### config.mk
export PLATFORM = sky130hd
export DESIGN_NAME = irq_state_unit
export DESIGN_NICKNAME = d
export VERILOG_FILES = /design/src/rtl/irq_state_pkg.sv /design/src/rtl/irq_op_decode.sv /design/src/rtl/irq_vector_gen.sv /design/src/rtl/irq_state_unit.sv
export SDC_FILE = /design/constraint.sdc
export NUM_CORES = 1
export LEC_CHECK = 0
export ABC_AREA = 1
export BUFFER_PORTS_ARGS = -buffer_cell sky130_fd_sc_hd__clkbuf_2
export CORE_MARGIN = 4
export CORE_UTILIZATION = 41
export CTS_CLUSTER_DIAMETER = 150
export DETAILED_ROUTE_END_ITERATION = 8
export PLACE_DENSITY = 0.7
export SLEW_MARGIN = 0
export SYNTH_ARGS = -nofsm -noshare
export SYNTH_HDL_FRONTEND = slang
export SYNTH_SLANG_ARGS = --single-unit
### constraint.sdc
create_clock -name clk -period 3.6 [get_ports clk]
set_input_delay 0.54 -clock clk [delete_from_list [all_inputs] [get_ports clk]]
set_output_delay 0.54 -clock clk [all_outputs]
set_load 0.005 [all_outputs]
### src/rtl/irq_state_pkg.sv
package irq_state_pkg;

    localparam int unsigned OPC_W = 5;

    localparam logic [OPC_W-1:0] OPC_EN_ALL  = 5'd10;
    localparam logic [OPC_W-1:0] OPC_DIS_ALL = 5'd11;
    localparam logic [OPC_W-1:0] OPC_SAVE    = 5'd16;
    localparam logic [OPC_W-1:0] OPC_RESTORE = 5'd17;
    localparam logic [OPC_W-1:0] OPC_RETURN  = 5'd29;

    typedef struct packed {
        logic en_all;
        logic dis_all;
        logic save;
        logic restore;
        logic ret;
    } irq_op_t;

endpackage

### src/rtl/irq_op_decode.sv
module irq_op_decode
    import irq_state_pkg::*;
(
    input  logic             valid_i,
    input  logic             block_i,
    input  logic [OPC_W-1:0] opcode_i,
    output irq_op_t          op_o
);
    logic live;

    always_comb begin
        live         = valid_i && !block_i;
        op_o         = '0;
        op_o.en_all  = live && (opcode_i == OPC_EN_ALL);
        op_o.dis_all = live && (opcode_i == OPC_DIS_ALL);
        op_o.save    = live && (opcode_i == OPC_SAVE);
        op_o.restore = live && (opcode_i == OPC_RESTORE);
        op_o.ret     = live && (opcode_i == OPC_RETURN);
    end
endmodule

### src/rtl/irq_vector_gen.sv
module irq_vector_gen #(
    parameter int unsigned XLEN    = 32,
    parameter int unsigned TYPE_W  = 8,
    parameter int unsigned VEC_LSB = 4
) (
    input  logic [TYPE_W-1:0] type_i,
    output logic [XLEN-1:0]   vec_o
);
    localparam int unsigned VEC_MSB = VEC_LSB + TYPE_W - 1;

    for (genvar b = 0; b < XLEN; b++) begin : g_bit
        if (b >= VEC_LSB && b <= VEC_MSB) begin : g_type
            assign vec_o[b] = type_i[b-VEC_LSB];
        end else begin : g_zero
            assign vec_o[b] = 1'b0;
        end
    end
endmodule

### src/rtl/irq_state_unit.sv
module irq_state_unit
    import irq_state_pkg::*;
#(
    parameter int unsigned XLEN    = 32,
    parameter int unsigned INFO_W  = 16,
    parameter int unsigned TYPE_W  = 8,
    parameter int unsigned VEC_LSB = 4,
    parameter int unsigned PC_STEP = 4
) (
    input  logic              clk,
    input  logic              rst_n,
    input  logic              boundary_i,
    input  logic [XLEN-1:0]   pc_i,
    input  logic              irq_req_i,
    input  logic [INFO_W-1:0] src_info_i,
    input  logic [TYPE_W-1:0] src_type_i,
    input  logic              op_valid_i,
    input  logic [OPC_W-1:0]  opcode_i,
    input  logic [INFO_W-1:0] rs_info_i,
    input  logic [XLEN-1:0]   rs_pc_i,
    output logic [XLEN-1:0]   pc_next_o,
    output logic              pc_load_o,
    output logic              irq_ack_o,
    output logic              sv_wr_o,
    output logic [XLEN-1:0]   sv_ra_o,
    output logic [XLEN-1:0]   sv_rb_o
);
    localparam int unsigned     PAD_W    = XLEN - INFO_W;
    localparam logic [XLEN-1:0] STEP_VAL = XLEN'(PC_STEP);

    typedef struct packed {
        logic              ie;
        logic [XLEN-1:0]   epc;
        logic [INFO_W-1:0] info;
        logic [XLEN-1:0]   pc_nxt;
        logic              pc_ld;
        logic              ack;
        logic              sv_wr;
    } unit_state_t;

    unit_state_t s_d, s_q;
    irq_op_t     op;
    logic [XLEN-1:0] vec;
    logic        take;
    logic        irq_en_q;

    irq_op_decode u_dec (
        .valid_i  (op_valid_i),
        .block_i  (boundary_i),
        .opcode_i (opcode_i),
        .op_o     (op)
    );

    irq_vector_gen #(
        .XLEN    (XLEN),
        .TYPE_W  (TYPE_W),
        .VEC_LSB (VEC_LSB)
    ) u_vec (
        .type_i (src_type_i),
        .vec_o  (vec)
    );

    always_comb begin
        s_d       = s_q;
        s_d.pc_ld = 1'b0;
        s_d.ack   = 1'b0;
        s_d.sv_wr = 1'b0;
        take      = boundary_i && irq_req_i && s_q.ie;

        if (boundary_i) begin
            s_d.pc_ld = 1'b1;
            if (take) begin
                s_d.pc_nxt = vec;
                s_d.ack    = 1'b1;
                s_d.epc    = pc_i;
                s_d.info   = src_info_i;
                s_d.ie     = 1'b0;
            end else begin
                s_d.pc_nxt = pc_i + STEP_VAL;
            end
        end else begin
            if (op.ret) begin
                s_d.pc_ld  = 1'b1;
                s_d.pc_nxt = s_q.epc;
                s_d.ie     = 1'b1;
            end
            if (op.save) begin
                s_d.sv_wr = 1'b1;
            end
            if (op.restore) begin
                s_d.info = rs_info_i;
                s_d.epc  = rs_pc_i;
            end
            if (op.en_all) begin
                s_d.ie = 1'b1;
            end
            if (op.dis_all) begin
                s_d.ie = 1'b0;
            end
        end
    end

    always_ff @(posedge clk or negedge rst_n) begin
        if (!rst_n) begin
            s_q <= '0;
        end else begin
            s_q <= s_d;
        end
    end

    assign irq_en_q  = s_q.ie;
    assign pc_next_o = s_q.pc_nxt;
    assign pc_load_o = s_q.pc_ld;
    assign irq_ack_o = s_q.ack;
    assign sv_wr_o   = s_q.sv_wr;
    assign sv_ra_o   = {{PAD_W{1'b0}}, s_q.info};
    assign sv_rb_o   = s_q.epc;
endmodule

==> PnR_summary.wiki <==
{| class="wikitable"
! Metric !! Value
|-
| Clock latency at the later pin of the worst-skew pair || 350 ps
|-
| Crit path arrival time || 1990 ps
|-
| Hold slack || 186 ps
|-
| Number of buffers created by CTS || 9
|-
| Drt via density || 4.68
|-
| Number of hold buffers added after cts || 0
|-
| Largest driver fanout on the critical path || 17
|-
| Status || finished, final reports clean
|-
| TritonCTS clock tree || built
|-
| Worst-case clock buffer depth || 2
|-
| Fraction of final layout cells with drive strength greater than 1 || 23.4%
|-
| Die X || 120 um
|-
| Final Hold Violating Endpoints || 0
|-
| Final critical path time including I/O delays and setup || 1770 ps
|-
| Wire length of the first global-routing pass || 25.6 mm
|-
| Level count of the clock H-tree || 3
|-
| Top achievable clock speed || 564 MHz
|-
| Count of TritonRoute iterations in the first routing pass || 5
|-
| Sequential cell area fraction in the yosys report || 40.6%
|-
| Largest net degree at the start of global routing || 64
|-
| Final Cell Area || 6530 um^2
|-
| Final count of pins violating max slew || 0
|-
| Number of enable flip-flop cells after synthesis || 0
|-
| Power density of the placed cells || 470 nW/um^2
|-
| Vias in the first global route || 5,133
|-
| Worst clock skew || 6.81 ps
|-
| Relative slew slack || 58.7%
|-
| Number of violations of the max-capacitance limit || 0
|-
| Total of flip-flops plus latches after synthesis || 84
|-
| Portion of the clock cycle consumed by the worst path in the final layout || 49.2%
|-
| Area of combinational cells with multiple inputs || 2450 um^2
|-
| Proportion of register bits with asynchronous set or reset after synthesis || 100%
|-
| Starting DRC count in detailed routing || 449
|-
| Overall die height || 120 um
|-
| Wirelength per Cell || 14.0 um
|-
| Wire length reported by the detailed router || 16.1 mm
|-
| Placed wire-length estimate after detailed placement || 12.3 mm
|-
| Synthesized area divided by synthesized cell count || 6.59 um^2
|-
| Peak VDD IR || 0.253 mV
|-
| Number of post-CTS setup repair buffers || 0
|-
| Worst setup path startpoint || irq_en_q$_DFFE_PN0P_
|-
| Clock transition at path regs || 60 ps
|-
| Initial antenna violation count || 0
|-
| Final setup violation count || 0
|-
| Required time of the critical path || 3820 ps
|-
| Worst Hold Class || in2async
|-
| Sort of element at the end of the critical path || flop
|-
| Post-route antenna net violation count || 0
|-
| Area of the placeable core || 12,200 um^2
|-
| TNS Setup || 0 ps
|-
| Starting Density || 42.4%
|-
| Number of remaining DRC errors || 0
|-
| Total congestion overflow || 0
|-
| Most used flip-flop cell after synthesis || dfrtp_1
|-
| Resized Gates After CTS || 0
|-
| Yosys warnings || 0
|-
| Leakage Power || 3.60 nW
|-
| Final nets || 1,087
|-
| Sinks on Clock Net || 84
|-
| Number of I/O pins || 213
|-
| Filler cells || 1,304
|-
| Root Driver || clkbuf_16
|-
| Ant diodes || 0
|-
| Transition time at the pin with the least slew margin || 620 ps
|-
| Unique cell type count in the Yosys netlist || 32
|-
| Synthesis-to-layout area growth || 26.0%
|-
| Die area || 14,500 um^2
|-
| Buffers added on ports || 196
|-
| Instance area after placement || 6200 um^2
|-
| Crit path kind || reg2reg
|-
| Setup repair after global routing missed its margin || no
|-
| Netlist area before placement || 5180 um^2
|-
| Crit Reg-Reg Startpoint || irq_en_q$_DFFE_PN0P_
|-
| Placement Rows || 40
|-
| Sort of element at the start of the critical path || flop
|-
| Register area || 2100 um^2
|-
| Final RePlAce weighted congestion || 0.934
|-
| Post-synthesis cell count || 787
|-
| DR vias || 5,348
|-
| Global-route total usage across every layer || 22.2%
|}
power by group:
group	internal (mW)	leakage (nW)	switching, mW
Combinational	0.321	2.41	0.395
Sequential	1.16	1.04	0.153
Clock	0.669	0.157	0.375
Total	2.15	3.60	0.923
layer usage:
metal	global-route usage, %	share of wire (%)	up-vias
met4	8.85	2.8	0
met1	29.7	44	2359
li1	-	-	2760
met2	35.2	46	196
met3	4.82	7.2	33
met5	0	0	-
synthesized netlist by cell type, drive strengths merged, types with 5 or more instances:
cell type    n  area share, %
dfrtp       84             41
inv        105            7.6
nor2        64            4.7
buf         36            4.9
nor3         5           0.70
clkbuf       9           0.65
nand2      320             23
o211ai       8            1.2
nand3       47            4.7
nand4        5           0.60
a21oi        6           0.58
o21ai       80            7.9
cells by family (layout without fill, tap and decap cells):
kind of cell	Yosys count	after routing	synth area share [%]
fa+ha+maj	1	1	0.241
flops	84	84	40.6
other cells	1	16	0.0724
buf+inv	151	324	13.3
simple gates	445	445	34.5
xor+xnor	7	7	1.18
compound gates	98	98	10.2
worst max-delay path, cell delays in order, from the launching register on:
cell,delay [ps]
dfrtp_1,400
nand3_2,240
inv_2,250
nor2_2,40
buf_4,210
inv_1,240
a21oi_1,70
o21ai_1,100
nand3_1,90
per-stage QoR:
step	instances	utilization, %	setup slack [ps]	total power [mW]
after floorplan	802	-	1950	1.65
after global placement	1129	50.8	1560	2.04
after detailed placement	1129	50.8	1520	2.05
after CTS	1143	53.5	1830	3.11
after global routing	1143	53.5	1640	3.26
final	1143	53.5	1830	3.07
cell usage in the layout (no fill, tap or decap):
| cell | instances |
|---|---|
| ha_1 | 1 |
| or2_2 | 1 |
| conb_1 | 16 |
| clkinv_2 | 1 |
| clkinv_1 | 1 |
| o21ai_4 | 1 |
| nand2_1 | 319 |
| dfrtp_1 | 84 |
| inv_2 | 3 |
| nand4_1 | 5 |
| clkinvlp_4 | 1 |
| o21ai_1 | 25 |
| buf_4 | 9 |
| o211ai_1 | 8 |
| nor3_1 | 4 |
| nand2_2 | 1 |
| o22ai_1 | 2 |
| nor3_4 | 1 |
| clkbuf_2 | 195 |
| o21ai_0 | 54 |
| bufinv_16 | 3 |
| xnor2_1 | 4 |
| inv_1 | 102 |
| clkbuf_16 | 9 |
| xor2_1 | 3 |
| nor2_2 | 1 |
| nand3_2 | 2 |
| nand3b_1 | 1 |
| o21bai_1 | 2 |
| and2_1 | 2 |
| a21oi_1 | 6 |
| nand3_1 | 45 |
| nor2_1 | 63 |
state kept, by name, indices dropped and copies added (netlist names):
register and count:
irq_ack_o 1, irq_en_q 1, pc_load_o 1, pc_next_o 32, sv_ra_o 16, sv_rb_o 32
sv_wr_o 1
layout make-up:
type                            instances  area share [%]
Sequential cell                        84            32.2
Multi-Input combinational cell        567            37.5
Clock inverter                          5            1.57
Clock buffer                            9            3.45
Tap cell                              168            3.22
Timing Repair Buffer                  204            16.0
Inverter                              106            6.09
final timing paths:
check                                       endpoint  slack (ps)  depth (start not counted)
min reg2reg                pc_next_o[17]$_DFFE_PN0P_         500                          2
min in group clk                   sv_wr_o$_DFF_PN0_         390                          2
max reg2reg                pc_next_o[14]$_DFFE_PN0P_        1830                          8
max in group asynchronous  pc_next_o[20]$_DFFE_PN0P_        2690                          2
max                        pc_next_o[14]$_DFFE_PN0P_        1830                          8
min                        pc_next_o[11]$_DFFE_PN0P_         190                          1
No activity file was read; power rests on OpenSTA's default activity.
